$ cat config.mk
export PLATFORM = sky130hd
export DESIGN_NAME = uart_echo
export DESIGN_NICKNAME = d
export VERILOG_FILES = /design/src/rtl/uart_echo_pkg.sv /design/src/rtl/uart_echo_sync.sv /design/src/rtl/uart_echo_rx.sv /design/src/rtl/uart_echo_tx.sv /design/src/rtl/uart_echo.sv
export SDC_FILE = /design/constraint.sdc
export NUM_CORES = 1
export LEC_CHECK = 0
export BUFFER_PORTS_ARGS = -buffer_cell sky130_fd_sc_hd__buf_4
export CELL_PAD_IN_SITES_DETAIL_PLACEMENT = 1
export CELL_PAD_IN_SITES_GLOBAL_PLACEMENT = 1
export CORE_AREA = 2 2 122 153
export DETAILED_ROUTE_END_ITERATION = 16
export DIE_AREA = 0 0 124 155
export GPL_ROUTABILITY_DRIVEN = 0
export HOLD_SLACK_MARGIN = 0.08
export PLACE_DENSITY_LB_ADDON = 0.1
export SYNTH_ARGS = -nofsm -noshare
export SYNTH_HDL_FRONTEND = slang
export SYNTH_SLANG_ARGS = --single-unit
$ cat constraint.sdc
create_clock -name clk -period 3.6 [get_ports clk]
set_clock_uncertainty 0.1 [all_clocks]
set_input_delay 0.18 -clock clk [delete_from_list [all_inputs] [get_ports clk]]
set_output_delay 0.18 -clock clk [all_outputs]
set_load 0.02 [all_outputs]
$ cat src/rtl/uart_echo_pkg.sv
package uart_echo_pkg;

   typedef enum logic [1:0] {
      PMODE_NONE = 2'b00,
      PMODE_EVEN = 2'b01,
      PMODE_ODD  = 2'b10,
      PMODE_OFF  = 2'b11
   } par_mode_t;

   // true when the frame carries a parity bit
   function automatic logic par_enabled(input par_mode_t m);
      return (m == PMODE_EVEN) || (m == PMODE_ODD);
   endfunction

   // parity bit value from the xor-reduction of the data bits
   function automatic logic par_bit(input par_mode_t m, input logic data_xor);
      return (m == PMODE_ODD) ? ~data_xor : data_xor;
   endfunction

endpackage

$ cat src/rtl/uart_echo_sync.sv
module uart_echo_sync #(
   parameter int   STAGES    = 2,
   parameter logic RESET_VAL = 1'b1
) (
   input  logic clk,
   input  logic rst_n,
   input  logic d,
   output logic q
);

   logic [STAGES-1:0] chain;

   initial begin
      stages_range_chk: assert (STAGES >= 2) else $error("sync needs at least two stages");
   end

   always_ff @(posedge clk or negedge rst_n) begin
      if (!rst_n) chain <= {STAGES{RESET_VAL}};
      else        chain <= {chain[STAGES-2:0], d};
   end

   assign q = chain[STAGES-1];

endmodule

$ cat src/rtl/uart_echo_rx.sv
module uart_echo_rx
   import uart_echo_pkg::*;
#(
   parameter int CLKS_PER_BIT = 5208,
   parameter int DATA_BITS    = 8
) (
   input  logic                 clk,
   input  logic                 rst_n,
   input  logic                 enable,
   input  logic                 rx_s,
   input  logic [1:0]           mode,
   output logic                 valid,
   output logic [DATA_BITS-1:0] data,
   output logic                 perr,
   output logic                 ferr
);

   localparam int CW = $clog2(CLKS_PER_BIT);
   localparam int IW = $clog2(DATA_BITS);
   localparam logic [CW-1:0] LAST = CW'(CLKS_PER_BIT - 1);
   localparam logic [CW-1:0] HALF = CW'(CLKS_PER_BIT / 2 - 1);

   typedef enum logic [2:0] {R_IDLE, R_START, R_DATA, R_PAR, R_STOP} rx_state_t;

   rx_state_t             state;
   logic [CW-1:0]         cnt;
   logic [IW-1:0]         idx;
   logic [DATA_BITS-1:0]  shreg;
   logic                  prev;
   logic                  pbit;
   par_mode_t             mode_q;

   always_ff @(posedge clk or negedge rst_n) begin
      if (!rst_n) begin
         state  <= R_IDLE;
         cnt    <= '0;
         idx    <= '0;
         shreg  <= '0;
         prev   <= 1'b1;
         pbit   <= 1'b0;
         mode_q <= PMODE_NONE;
         valid  <= 1'b0;
         data   <= '0;
         perr   <= 1'b0;
         ferr   <= 1'b0;
      end else begin
         valid <= 1'b0;
         prev  <= rx_s;
         if (!enable) begin
            state <= R_IDLE;
            cnt   <= '0;
         end else begin
            case (state)
               R_IDLE: begin
                  if (prev && !rx_s) begin
                     state  <= R_START;
                     cnt    <= '0;
                     mode_q <= par_mode_t'(mode);
                  end
               end
               R_START: begin
                  if (cnt == HALF) begin
                     cnt <= '0;
                     idx <= '0;
                     state <= rx_s ? R_IDLE : R_DATA;
                  end else begin
                     cnt <= cnt + 1'b1;
                  end
               end
               R_DATA: begin
                  if (cnt == LAST) begin
                     cnt   <= '0;
                     shreg <= {rx_s, shreg[DATA_BITS-1:1]};
                     if (idx == IW'(DATA_BITS - 1))
                        state <= par_enabled(mode_q) ? R_PAR : R_STOP;
                     else
                        idx <= idx + 1'b1;
                  end else begin
                     cnt <= cnt + 1'b1;
                  end
               end
               R_PAR: begin
                  if (cnt == LAST) begin
                     cnt   <= '0;
                     pbit  <= rx_s;
                     state <= R_STOP;
                  end else begin
                     cnt <= cnt + 1'b1;
                  end
               end
               R_STOP: begin
                  if (cnt == LAST) begin
                     cnt   <= '0;
                     valid <= 1'b1;
                     data  <= shreg;
                     ferr  <= !rx_s;
                     perr  <= par_enabled(mode_q) && (pbit != par_bit(mode_q, ^shreg));
                     state <= R_IDLE;
                  end else begin
                     cnt <= cnt + 1'b1;
                  end
               end
               default: state <= R_IDLE;
            endcase
         end
      end
   end


   rx_valid_pulse_chk: assert property (@(posedge clk) disable iff (!rst_n)
      valid |=> !valid) else $error("receive strobe lasted more than one cycle");

endmodule

$ cat src/rtl/uart_echo_tx.sv
module uart_echo_tx
   import uart_echo_pkg::*;
#(
   parameter int CLKS_PER_BIT = 5208,
   parameter int DATA_BITS    = 8
) (
   input  logic                 clk,
   input  logic                 rst_n,
   input  logic                 enable,
   input  logic                 load,
   input  logic [DATA_BITS-1:0] data,
   input  logic [1:0]           mode,
   output logic                 busy,
   output logic                 line
);

   localparam int SW = DATA_BITS + 2;
   localparam int CW = $clog2(CLKS_PER_BIT);
   localparam int LW = $clog2(DATA_BITS + 3);
   localparam logic [CW-1:0] LAST = CW'(CLKS_PER_BIT - 1);

   logic [SW-1:0] shreg;
   logic [CW-1:0] cnt;
   logic [LW-1:0] left;
   par_mode_t     m;

   assign m = par_mode_t'(mode);

   always_ff @(posedge clk or negedge rst_n) begin
      if (!rst_n) begin
         busy  <= 1'b0;
         line  <= 1'b1;
         cnt   <= '0;
         left  <= '0;
         shreg <= '1;
      end else if (!enable) begin
         busy <= 1'b0;
         line <= 1'b1;
         cnt  <= '0;
      end else if (!busy) begin
         if (load) begin
            busy <= 1'b1;
            line <= 1'b0;
            cnt  <= '0;
            if (par_enabled(m)) begin
               shreg <= {1'b1, par_bit(m, ^data), data};
               left  <= LW'(DATA_BITS + 2);
            end else begin
               shreg <= {2'b11, data};
               left  <= LW'(DATA_BITS + 1);
            end
         end
      end else if (cnt == LAST) begin
         cnt <= '0;
         if (left == '0) begin
            busy <= 1'b0;
            line <= 1'b1;
         end else begin
            line  <= shreg[0];
            shreg <= {1'b1, shreg[SW-1:1]};
            left  <= left - 1'b1;
         end
      end else begin
         cnt <= cnt + 1'b1;
      end
   end


   tx_idle_high_chk: assert property (@(posedge clk) disable iff (!rst_n)
      !busy |-> line) else $error("idle transmitter drove the line low");


   tx_start_low_chk: assert property (@(posedge clk) disable iff (!rst_n)
      $rose(busy) |-> !line) else $error("frame did not open with a low start bit");

endmodule

$ cat src/rtl/uart_echo.sv
module uart_echo #(
   parameter int CLKS_PER_BIT = 5208,
   parameter int DATA_BITS    = 8,
   parameter int SYNC_STAGES  = 2
) (
   input  logic                 clk,
   input  logic                 rst_n,
   input  logic                 enable,
   input  logic [1:0]           parity_mode,
   input  logic                 rx_line,
   output logic                 tx_line,
   output logic                 rx_valid,
   output logic [DATA_BITS-1:0] rx_data,
   output logic                 rx_parity_err,
   output logic                 rx_frame_err,
   output logic                 overrun
);

   initial begin
      clks_range_chk: assert (CLKS_PER_BIT >= 8) else $error("bit period too short");
      width_range_chk: assert (DATA_BITS >= 5 && DATA_BITS <= 9) else $error("unsupported data width");
   end

   logic                 rx_s;
   logic                 tx_busy;
   logic                 tx_load;
   logic                 good;
   logic                 hold_valid;
   logic [DATA_BITS-1:0] hold_data;
   logic [DATA_BITS-1:0] tx_data;

   uart_echo_sync #(.STAGES(SYNC_STAGES), .RESET_VAL(1'b1)) i_sync (
      .clk(clk), .rst_n(rst_n), .d(rx_line), .q(rx_s)
   );

   uart_echo_rx #(.CLKS_PER_BIT(CLKS_PER_BIT), .DATA_BITS(DATA_BITS)) i_rx (
      .clk(clk), .rst_n(rst_n), .enable(enable), .rx_s(rx_s), .mode(parity_mode),
      .valid(rx_valid), .data(rx_data), .perr(rx_parity_err), .ferr(rx_frame_err)
   );

   assign good    = rx_valid && !rx_parity_err && !rx_frame_err;
   assign tx_load = !tx_busy && (hold_valid || good);
   assign tx_data = hold_valid ? hold_data : rx_data;

   uart_echo_tx #(.CLKS_PER_BIT(CLKS_PER_BIT), .DATA_BITS(DATA_BITS)) i_tx (
      .clk(clk), .rst_n(rst_n), .enable(enable), .load(tx_load), .data(tx_data),
      .mode(parity_mode), .busy(tx_busy), .line(tx_line)
   );

   always_ff @(posedge clk or negedge rst_n) begin
      if (!rst_n) begin
         hold_valid <= 1'b0;
         hold_data  <= '0;
         overrun    <= 1'b0;
      end else begin
         overrun <= 1'b0;
         if (!enable) begin
            hold_valid <= 1'b0;
         end else if (good) begin
            if (tx_load && hold_valid) begin
               hold_data <= rx_data;
            end else if (!tx_load) begin
               if (!hold_valid) begin
                  hold_valid <= 1'b1;
                  hold_data  <= rx_data;
               end else begin
                  overrun <= 1'b1;
               end
            end
         end else if (tx_load) begin
            hold_valid <= 1'b0;
         end
      end
   end


   disabled_quiet_chk: assert property (@(posedge clk) disable iff (!rst_n)
      !enable |=> (tx_line && !rx_valid)) else $error("activity while disabled");


   overrun_keeps_hold_chk: assert property (@(posedge clk) disable iff (!rst_n)
      overrun |-> hold_valid) else $error("overrun with an empty holding slot");


   no_echo_of_bad_chk: assert property (@(posedge clk) disable iff (!rst_n)
      (rx_valid && (rx_parity_err || rx_frame_err) && !hold_valid && !tx_busy && enable)
      |=> !tx_busy) else $error("errored byte started a transmission");

endmodule

==> impl_metrics.py, run 1 <==
metrics = {
    "place": {
        "io_buffers": 18,
        "dp.cells": 639,
        "place_hpwl_mm": 7.75,
    },
    "layout": {
        "fillers": 2014,
        "regArea_sq_um": 2070,
        "fin_nets": 440,
        "area_growth_pct": 16.0,
        "fin_cells": 659,
        "multi_input_area_sq_um": 2150,
        "drive_gt1_share_pct": 23.9,
        "diodes": 0,
    },
    "synth": {
        "synth-edff-count": 0,
        "synth_simple_gate_area_share_pct": 16.1,
        "synth-adder-area-share_pct": 2.29,
        "async_flop_share_pct": 100,
        "synth_cells": 407,
        "synth_compound_area_share_pct": 12.9,
        "syn-num-nets": 421,
        "ys.flop_type": "dfrtp_1",
        "synth_warnings": 0,
        "synthXorXnorAreaFrac_pct": 5.13,
        "yosys.area.top_type": "dfrtp_1",
        "synthDominantCellAreaShare_pct": 39.5,
        "yosysSeqAreaShare_pct": 47.3,
        "netlist_top_cells_area": "dfrtp_1 40%, mux2_2 8.0%, dfstp_2 7.8%",
        "ys_ff_latch": 82,
        "ys_types": 60,
        "netlist_area_sq_um": 4370,
        "yosys-mux-area-fraction_pct": 12.7,
        "avgSynthCellArea_sq_um": 10.7,
        "synth_top_family_by_area": "simple AND/OR/NAND/NOR gates",
    },
    "clocking": {
        "root_buffer": "clkbuf_16",
        "cts_num_sinks": 82,
        "insertion_delay_ns": 0.34,
        "numCtsBuffers": 9,
        "hold_buffers": 4,
        "cts.repair.resized": 0,
        "clockBufferDepth": 2,
        "clk_pin_slew_worst_paths_ns": 0.07,
        "cts_tree": "done",
        "h-tree-depth": 3,
        "cts_setup_buffers": 0,
    },
    "sta": {
        "finalSetupViolCount": 0,
        "finalCritPeriodShare_pct": 66.2,
        "rsz0062_at_grt": "false",
        "timing.fmax_mhz": 420,
        "period_needed_ns": 2.38,
        "slew_headroom_pct": 38.8,
        "tns_ns": 0,
        "drv_slew": 0,
        "final_hold_viol_count": 0,
        "tightestPinTransition_ns": 0.918,
    },
    "global_route": {
        "grt_max_degree": 69,
        "grt_pass1_vias": 3465,
        "antenna_found_initial": 0,
        "grt.total_usage_pct": 12.3,
        "grt_overflow_total": 0,
        "grt_pass1_wl_mm": 18.5,
    },
    "floorplanning": {
        "die_h_um": 155,
        "num_rows": 55,
        "die_w_um": 124,
        "die_area_sq_um": 19200,
        "coreArea_sq_um": 17900,
        "initial_utilization_pct": 24.4,
        "ios": 19,
    },
    "flow_run": {
        "drv_cap": 0,
    },
    "hold_path": {
        "min_path_type": "input port to flip-flop",
        "hold_path.startpoint": "enable",
    },
    "power_and_ir_drop": {
        "ir_drop_mv": 0.218,
        "p_leak_uw": 0.00214,
        "powerDensity_nw_per_um2": 406,
    },
    "worst_setup_path": {
        "r2r_start": "i_rx.cnt[0]$_DFFE_PN0P_",
        "slowest_delay_ns": 0.52,
        "crit_path_start_kind": "flip-flop",
        "crit_buf_inv": 0,
        "critical_path.max_fanout": 13,
        "crit_chain": "ha_1, and4bb_2, and3_1, nand4_1, mux2_2",
        "end_kind": "flip-flop",
        "critPathSlowestCell": "nand4_1",
        "critPathLaunch": "i_rx.cnt[0]$_DFFE_PN0P_",
        "critical_path_class": "flip-flop to flip-flop",
        "crit_family": "simple AND/OR/NAND/NOR gates",
        "arrival_ns": 2.51,
        "cp.required_ns": 3.73,
    },
    "drt": {
        "via_per_inst": 4.85,
        "ant_nets": 0,
        "drc": 0,
        "wl_per_cell_um": 16.8,
        "drt_iter0_drc": 141,
        "first_pass_iters": 4,
        "drt_wl_total_mm": 11.0,
        "num_vias": 3196,
    },
    "status": {
        "status": "completed",
    },
}
## per-layer routing
metal / vias up / GRT usage (%) / part of all wire [%]
li1: 1519 / - / -
met1: 1630 / 15.2 / 46
met2: 37 / 21.2 / 50
met3: 10 / 2.57 / 2.7
met4: 0 / 3.85 / 1.2
met5: - / 0 / 0
## area by class of cell
class | instances | share of cell area, %
clock buffer | 9 | 4.44
sequential | 82 | 40.8
inverter | 14 | 1.04
timing repair buffer | 26 | 4.05
multi-input combinational | 293 | 42.4
tap | 228 | 5.63
clock inverter | 7 | 1.63
## per-stage QoR
stage | power, uW | hold slack, ns | setup WS (ns) | utilization (%) | area (sq um)
finish | 2060 | 0.106 | 1.22 | 28.3 | 5070
global route | 2160 | 0.125 | 0.997 | 28.3 | 5070
CTS | 2110 | 0.0898 | 1.19 | 28.3 | 5070
detailed placement | 1100 | 0.191 | 1.19 | 26.4 | 4720
global placement | 1100 | 0.191 | 1.24 | 26.4 | 4720
floorplan | 1040 | -0.216 | 1.49 | - | 4370
## path summary, 6_finish.rpt
path,endpoint,slack [ns],cells after the start
setup / recovery,i_rx.data[3]$_DFFE_PN0P_,1.22,5
hold / removal,i_tx.busy$_DFF_PN0_,0.11,3
setup reg to reg,i_rx.data[3]$_DFFE_PN0P_,1.22,5
hold reg to reg,i_sync.chain[1]$_DFF_PN1_,0.29,0
max in group asynchronous,i_sync.chain[1]$_DFF_PN1_,2.16,3
min in group asynchronous,i_tx.left[0]$_DFFE_PN0P_,0.41,2
## tightest hold or removal path, cell delays in order
cell and delay, ns:
buf_4 0.19, nand2_1 0.09, a31oi_1 0.04
## cell families (layout without fill, tap and decap cells)
| logic type | after synthesis | count (layout) |
|---|---|---|
| flops | 82 | 82 |
| fa+ha+maj | 8 | 8 |
| xor+xnor | 24 | 24 |
| buf+inv | 32 | 56 |
| mux | 49 | 49 |
| compound gates | 85 | 85 |
| simple gates | 127 | 127 |
## state kept, by name, indices dropped and copies added (netlist names)
| signal | flops |
|---|---|
| i_tx.line | 1 |
| i_rx.pbit | 1 |
| i_rx.perr | 1 |
| overrun | 1 |
| hold_data | 8 |
| i_rx.data | 8 |
| i_rx.mode_q | 2 |
| i_rx.prev | 1 |
| i_rx.idx | 3 |
| i_rx.cnt | 13 |
| i_rx.shreg | 8 |
| i_tx.left | 4 |
| i_tx.busy | 1 |
| i_tx.cnt | 13 |
| i_rx.valid | 1 |
| i_rx.state | 3 |
| i_tx.shreg | 9 |
| i_sync.chain | 2 |
| hold_valid | 1 |
| i_rx.ferr | 1 |
## placed cells by master, fill, tap and decap left out, types with 6 or more instances in the layout
master and instances:
dfstp_2 13, nor2_1 19, nand4_1 9, nor3_1 7
mux2i_1 13, dfrtp_1 69, a21oi_1 17, mux2_2 31
nand3_1 10, or4_1 8, o21ai_0 29, inv_1 14
a31oi_1 6, o31ai_1 11, ha_1 8, nand2_1 41
xnor2_1 16, buf_4 22, clkbuf_16 9, xor2_1 7
## cell usage after synthesis, types with 10 or more instances
cell type	count
nand2_1	41
dfstp_2	13
inv_1	14
nor2_1	19
a21oi_1	17
nand3_1	10
mux2i_1	13
mux2_2	31
dfrtp_1	69
o31ai_1	11
o21ai_0	29
xnor2_1	16
## power by group
group          switching (uW)  total (uW)  internal, uW  leakage (uW)
sequential               13.5         953           939       0.00109
combinational            77.7         126          48.2      0.000905
clock                     430         982           552      0.000150
No activity file was read; power rests on OpenSTA's default activity.
==> inputs of run 2 (changes only) <==
Clock period 3.6 ns to 1.95 ns, I/O delays scaled along.
==> run 2 against run 1 <==
Against the previous run: the flow now finishes with violations (setup timing); global-route usage grew 0.80 points; wire length up 8.7%; register-to-register slack worse by 1.4 ns; worst hold slack improved by 0.047 ns; sequential share of layout area is 7.3 points lower; sequential cell count unchanged; cell area is 22% higher; critical endpoint is now i_tx.shreg[6]$_DFFE_PN1P_; highest routed layer unchanged.
==> impl_metrics.py, run 2 (synthesized netlist as in run 1, its figures left out) <==
metrics = {
    "power_and_ir_drop": {
        "ir_drop_mv": 0.337,
        "powerDensity_nw_per_um2": 626,
        "p_leak_uw": 0.00271,
    },
    "layout": {
        "final_area_sq_um": 6190,
        "drive_gt1_share_pct": 44.6,
        "top_regs": "i_rx.cnt (13), i_tx.cnt (13), i_tx.shreg (9)",
        "fillers": 1981,
        "fin_nets": 536,
        "final_cell_mix": "97 x buf_4, 66 x dfrtp_1, 41 x nand2_1",
        "diodes": 0,
        "area_growth_pct": 41.7,
        "layout_commonest_cell": "buf_4",
    },
    "clocking": {
        "cts_num_sinks": 82,
        "clk_pin_slew_worst_paths_ns": 0.07,
        "root_buffer": "clkbuf_16",
        "numCtsBuffers": 9,
        "cts_tree": "done",
        "insertion_delay_ns": 0.35,
        "h-tree-depth": 3,
        "clockBufferDepth": 2,
    },
    "sta": {
        "timing.fmax_mhz": 476,
        "fin_ws_ns": -0.149,
        "drv_slew": 0,
        "finalCritPeriodShare_pct": 108,
        "finalSetupViolCount": 33,
        "rsz0062_at_grt": "true",
        "final_hold_viol_count": 0,
        "tightestPinTransition_ns": 0.488,
        "whs_ns": 0.153,
        "period_needed_ns": 2.10,
        "slew_headroom_pct": 67.5,
    },
    "global_route": {
        "antenna_found_initial": 0,
        "grt.total_usage_pct": 13.1,
        "grt_overflow_total": 0,
        "grt_pass1_wl_mm": 19.4,
        "grt_max_degree": 33,
        "grt_pass1_vias": 3712,
    },
    "drt": {
        "num_vias": 3553,
        "via_per_inst": 4.71,
        "wl_per_cell_um": 15.9,
        "first_pass_iters": 4,
        "drt_wl_total_mm": 12.0,
        "ant_nets": 0,
        "drc": 0,
        "drt_iter0_drc": 88,
    },
    "floorplanning": {
        "die_h_um": 155,
        "initial_utilization_pct": 24.4,
        "num_rows": 55,
        "die_area_sq_um": 19200,
        "die_w_um": 124,
        "ios": 19,
        "coreArea_sq_um": 17900,
    },
    "place": {
        "io_buffers": 18,
        "place_ws_ns": -0.154,
        "post_dp_cell_area_sq_um": 5380,
        "place_hpwl_mm": 8.71,
    },
    "status": {
        "violations": "setup timing",
        "status": "finished with violations",
    },
    "worst_setup_path": {
        "critical_path_class": "flip-flop to flip-flop",
        "crit_path_start_kind": "flip-flop",
        "critPathSlowestCell": "or4b_4",
        "crit_chain": "or4b_4, nor3_4, o2111a_2, mux2_4",
        "end_kind": "flip-flop",
        "crit_buf_inv": 0,
        "cp.required_ns": 2.13,
        "arrival_ns": 2.28,
        "crit_family": "simple AND/OR/NAND/NOR gates",
        "slowest_delay_ns": 0.59,
        "critical_path.max_fanout": 6,
    },
    "hold_path": {
        "min_path_type": "input port to async pin",
    },
    "flow_run": {
        "drv_cap": 0,
    },
}
[run 2: metrics by stage]
stage          power, uW  instances  setup TNS (ns)  util (%)
3_3_place_gp        2080        719           -2.37      30.1
5_1_grt             4060        755           -6.20      34.6
4_1_cts             3930        747           -1.82      33.0
3_5_place_dp        2090        719           -3.49      30.1
6_report            3880        755           -2.18      34.6
2_1_floorplan       1930        407          -0.676         -
[run 2: worst paths after layout]
check / startpoint / end / slack, ns / cells past startpoint
max: i_tx.cnt[8]$_DFFE_PN0P_ / i_tx.shreg[6]$_DFFE_PN1P_ / -0.15 / 4
min: rst_n / i_rx.idx[2]$_DFFE_PN0P_ / 0.15 / 2
min in group clk: i_sync.chain[0]$_DFF_PN1_ / i_sync.chain[1]$_DFF_PN1_ / 0.26 / 0
max reg2reg: i_tx.cnt[8]$_DFFE_PN0P_ / i_tx.shreg[6]$_DFFE_PN1P_ / -0.15 / 4
max in group asynchronous: rst_n / i_rx.shreg[1]$_DFFE_PN0P_ / 0.98 / 3
min reg2reg: i_sync.chain[0]$_DFF_PN1_ / i_sync.chain[1]$_DFF_PN1_ / 0.26 / 0
[run 2: final cells by class]
type / count / area, sq um / share of cell area (%)
flip-flops and latches: 82 / 2070 / 33.5
inverters: 14 / 52.6 / 0.849
clock inverters: 5 / 63.8 / 1.03
well taps: 228 / 285 / 4.61
multi-input cells: 294 / 2450 / 39.5
clock buffers: 11 / 243 / 3.92
repair buffers: 121 / 1030 / 16.6
[run 2: worst reg2reg max path, stage by stage (launching register included)]
cell and delay [ns]:
dfrtp_1 0.38, or4b_4 0.59, nor3_4 0.29, o2111a_2 0.35
mux2_4 0.33
[run 2: routing by layer]
layer | track usage (%) | vias to the layer above | wire length (um)
met5 | 0 | - | 0
met2 | 22.9 | 24 | 6270
li1 | - | 1730 | -
met3 | 2.46 | 8 | 219
met4 | 4.01 | 0 | 139
met1 | 16.2 | 1791 | 5370
[run 2: timing repair]
item	in CTS	in global routing
endpoints found under the setup margin	47	61
hold buffers	5	0
resized for setup	28	54
gates cloned	1	0
pin swaps	9	24
hold endpoints to repair	77	0
setup buffers	6	10
[run 2: where the power goes]
part	total [uW]	internal [uW]	switching [uW]
combinational	354	166	187
sequential	1750	1740	18.8
clock	1770	1030	734
==> inputs of run 3 (changes only) <==
Settings changed: ABC_AREA from default to 1, CORE_AREA 2 2 122 153 to 2 2 124 156, CTS_CLUSTER_SIZE from default to 8, DIE_AREA 0 0 124 155 to 0 0 126 158.
==> run 3 against run 2 <==
Against the previous run: the run now ends clean; sequential power is 6% higher; cell count grew 13%; global-route usage is essentially flat; synthesized cell count increased by 43%; sequential share of layout area increased by 4.6 points; highest routed layer unchanged; worst hold slack better by 0.078 ns.
==> impl_metrics.py, run 3 <==
metrics = {
    "status": {
        "status": "completed",
    },
    "synth": {
        "ys.flop_type": "dfrtp_1",
        "synth_cells": 581,
        "ys_ff_latch": 82,
        "syn-num-nets": 595,
        "avgSynthCellArea_sq_um": 7.85,
        "ys_top_cells_by_count": "184 x nand2_1, 71 x inv_1, 69 x dfrtp_1",
        "ys_types": 45,
        "yosysSeqAreaShare_pct": 45.4,
        "async_flop_share_pct": 100,
        "yosysMostFrequentCell": "nand2_1",
        "netlist_area_sq_um": 4560,
        "synth-edff-count": 0,
        "netlist_top_cells_area": "dfrtp_1 38%, nand2_1 15%, dfstp_2 7.5%",
        "yosys.area.top_type": "dfrtp_1",
        "synthDominantCellAreaShare_pct": 37.9,
        "synth_warnings": 0,
    },
    "global_route": {
        "grt_max_degree": 43,
        "antenna_found_initial": 0,
        "grt_pass1_vias": 4159,
        "grt_overflow_total": 0,
        "grt.total_usage_pct": 13.1,
        "grt_pass1_wl_mm": 20.9,
    },
    "power_and_ir_drop": {
        "p_switching_uw": 1370,
        "powerDensity_nw_per_um2": 844,
        "p_int_uw": 3210,
        "seqPwrFrac_pct": 40.3,
        "p_leak_uw": 0.00248,
        "sw_frac_of_total_pct": 29.9,
        "pwr-share-clk_pct": 42.9,
        "comb_power_share_pct": 16.8,
        "ir_drop_mv": 0.410,
    },
    "layout": {
        "post-route-util_pct": 29.3,
        "drive_gt1_share_pct": 17.3,
        "layout_commonest_cell": "nand2_1",
        "fillers": 2250,
        "fin_cells": 852,
        "final_area_sq_um": 5430,
        "final_cell_mix": "184 x nand2_1, 71 x inv_1, 68 x dfrtp_1",
        "top_regs": "i_rx.cnt (13), i_tx.cnt (13), i_tx.shreg (9)",
        "fin_nets": 629,
        "area_growth_pct": 19.1,
        "diodes": 0,
    },
    "place": {
        "place_hpwl_mm": 8.75,
        "io_buffers": 18,
        "post_dp_cell_area_sq_um": 5000,
        "dp.cells": 830,
    },
    "sta": {
        "drv_slew": 0,
        "finalSetupViolCount": 0,
        "final_hold_viol_count": 0,
        "slew_headroom_pct": 72.9,
        "whs_ns": 0.230,
        "tns_ns": 0,
        "finalCritPeriodShare_pct": 91.9,
        "period_needed_ns": 1.79,
        "timing.fmax_mhz": 558,
        "tightestPinTransition_ns": 0.403,
    },
    "worst_setup_path": {
        "critPathSlowestCell": "dfrtp_2",
        "rr_worst_depth": 10,
        "critical_path_class": "flip-flop to flip-flop",
        "end_kind": "flip-flop",
        "crit_chain": "ha_2, nand2_1, nor3_1, nand3_1, nand2_2, inv_2, nand2_1, nand2_4, inv_2, nor2_1",
        "crit_path_start_kind": "flip-flop",
        "critical_path.max_fanout": 8,
        "slowest_delay_ns": 0.41,
        "cp.required_ns": 2.09,
        "arrival_ns": 1.93,
    },
    "clocking": {
        "numCtsBuffers": 9,
        "clk_pin_slew_worst_paths_ns": 0.07,
        "root_buffer": "clkbuf_16",
        "insertion_delay_ns": 0.35,
        "h-tree-depth": 3,
        "clockBufferDepth": 2,
        "cts_num_sinks": 82,
        "cts_tree": "done",
    },
    "flow_run": {
        "drv_cap": 0,
    },
    "floorplanning": {
        "coreArea_sq_um": 18500,
        "ios": 19,
        "die_w_um": 126,
        "die_area_sq_um": 19900,
        "num_rows": 56,
        "die_h_um": 158,
        "initial_utilization_pct": 24.6,
    },
    "drt": {
        "drt_iter0_drc": 135,
        "via_per_inst": 4.44,
        "num_vias": 3783,
        "wl_per_cell_um": 14.1,
        "first_pass_iters": 4,
        "ant_nets": 0,
        "drt_wl_total_mm": 12.0,
        "drc": 0,
    },
    "hold_path": {
        "min_path_type": "input port to async pin",
    },
}
-- run 3: cells by family (layout without fill, tap and decap cells) --
| group | Yosys count | in the layout | share of synthesized area, % |
|---|---|---|---|
| AOI/OAI and AO/OA | 78 | 78 | 9.17 |
| xor gates and xnor gates | 19 | 19 | 3.65 |
| adders and majority gates | 8 | 8 | 2.20 |
| buffers and inverters | 94 | 133 | 8.73 |
| DFF | 82 | 82 | 45.4 |
| muxes | 2 | 2 | 0.467 |
| and+or+nand+nor | 298 | 298 | 30.4 |
-- run 3: final timing paths --
check | endpoint | startpoint | slack (ns)
max in group asynchronous | i_tx.left[0]$_DFFE_PN0P_ | rst_n | 0.79
worst max register to register | i_tx.cnt[2]$_DFFE_PN0P_ | i_tx.cnt[0]$_DFFE_PN0P_ | 0.16
worst min register to register | i_sync.chain[1]$_DFF_PN1_ | i_sync.chain[0]$_DFF_PN1_ | 0.26
worst max-delay path | i_tx.cnt[2]$_DFFE_PN0P_ | i_tx.cnt[0]$_DFFE_PN0P_ | 0.16
worst min-delay path | i_tx.shreg[7]$_DFFE_PN1P_ | rst_n | 0.23
min in group clk | i_sync.chain[1]$_DFF_PN1_ | i_sync.chain[0]$_DFF_PN1_ | 0.26
-- run 3: worst max-delay path: cells and delay by family, from the launching register on --
kind / cells / cell delay [ns]
flip-flops: 1 / 0.41
AND/OR/NAND/NOR: 7 / 0.78
adder cells (fa/ha/maj): 1 / 0.22
buffers and inverters: 2 / 0.18
-- run 3: what timing repair did --
action / 4_1_cts / 5_1_grt
endpoints found under the setup margin: 0 / 28
hold buffers: 6 / 0
endpoints found under the hold margin: 87 / 0
setup buffers: 0 / 0
resized for setup: 0 / 9
-- run 3: area by class of cell --
cell class | instances | area, sq um | area share (%)
Inverter | 81 | 312 | 5.74
Timing Repair Buffer | 36 | 298 | 5.49
Clock inverter | 6 | 96.3 | 1.77
Sequential cell | 82 | 2070 | 38.1
Multi-Input combinational cell | 405 | 2120 | 39.1
Tap cell | 232 | 290 | 5.35
Clock buffer | 10 | 239 | 4.40
-- run 3: power by group through the flow --
stage	Clock, uW	Sequential (uW)	Combinational, uW
after floorplan	0	1870	501
after global placement	0	1870	724
after detailed placement	0	1870	736
after CTS	2040	1840	753
after global routing	2100	1860	867
final	1970	1850	768
-- run 3: per-layer routing --
metal / share of wire (%) / track usage, % / wire (um) / up-vias
li1: - / - / - / 1915
met1: 48 / 16.7 / 5800 / 1827
met2: 48 / 22.1 / 5710 / 28
met3: 2.1 / 2.16 / 249 / 13
met4: 1.9 / 5.55 / 232 / 0
met5: 0 / 0 / 0 / -
-- run 3: metrics by stage --
stage | power [uW] | worst slack (ns)
4_1_cts | 4640 | 0.0245
6_report | 4580 | 0.159
2_1_floorplan | 2370 | 0.331
3_5_place_dp | 2610 | 0.0454
3_3_place_gp | 2590 | 0.0780
5_1_grt | 4830 | -0.00740
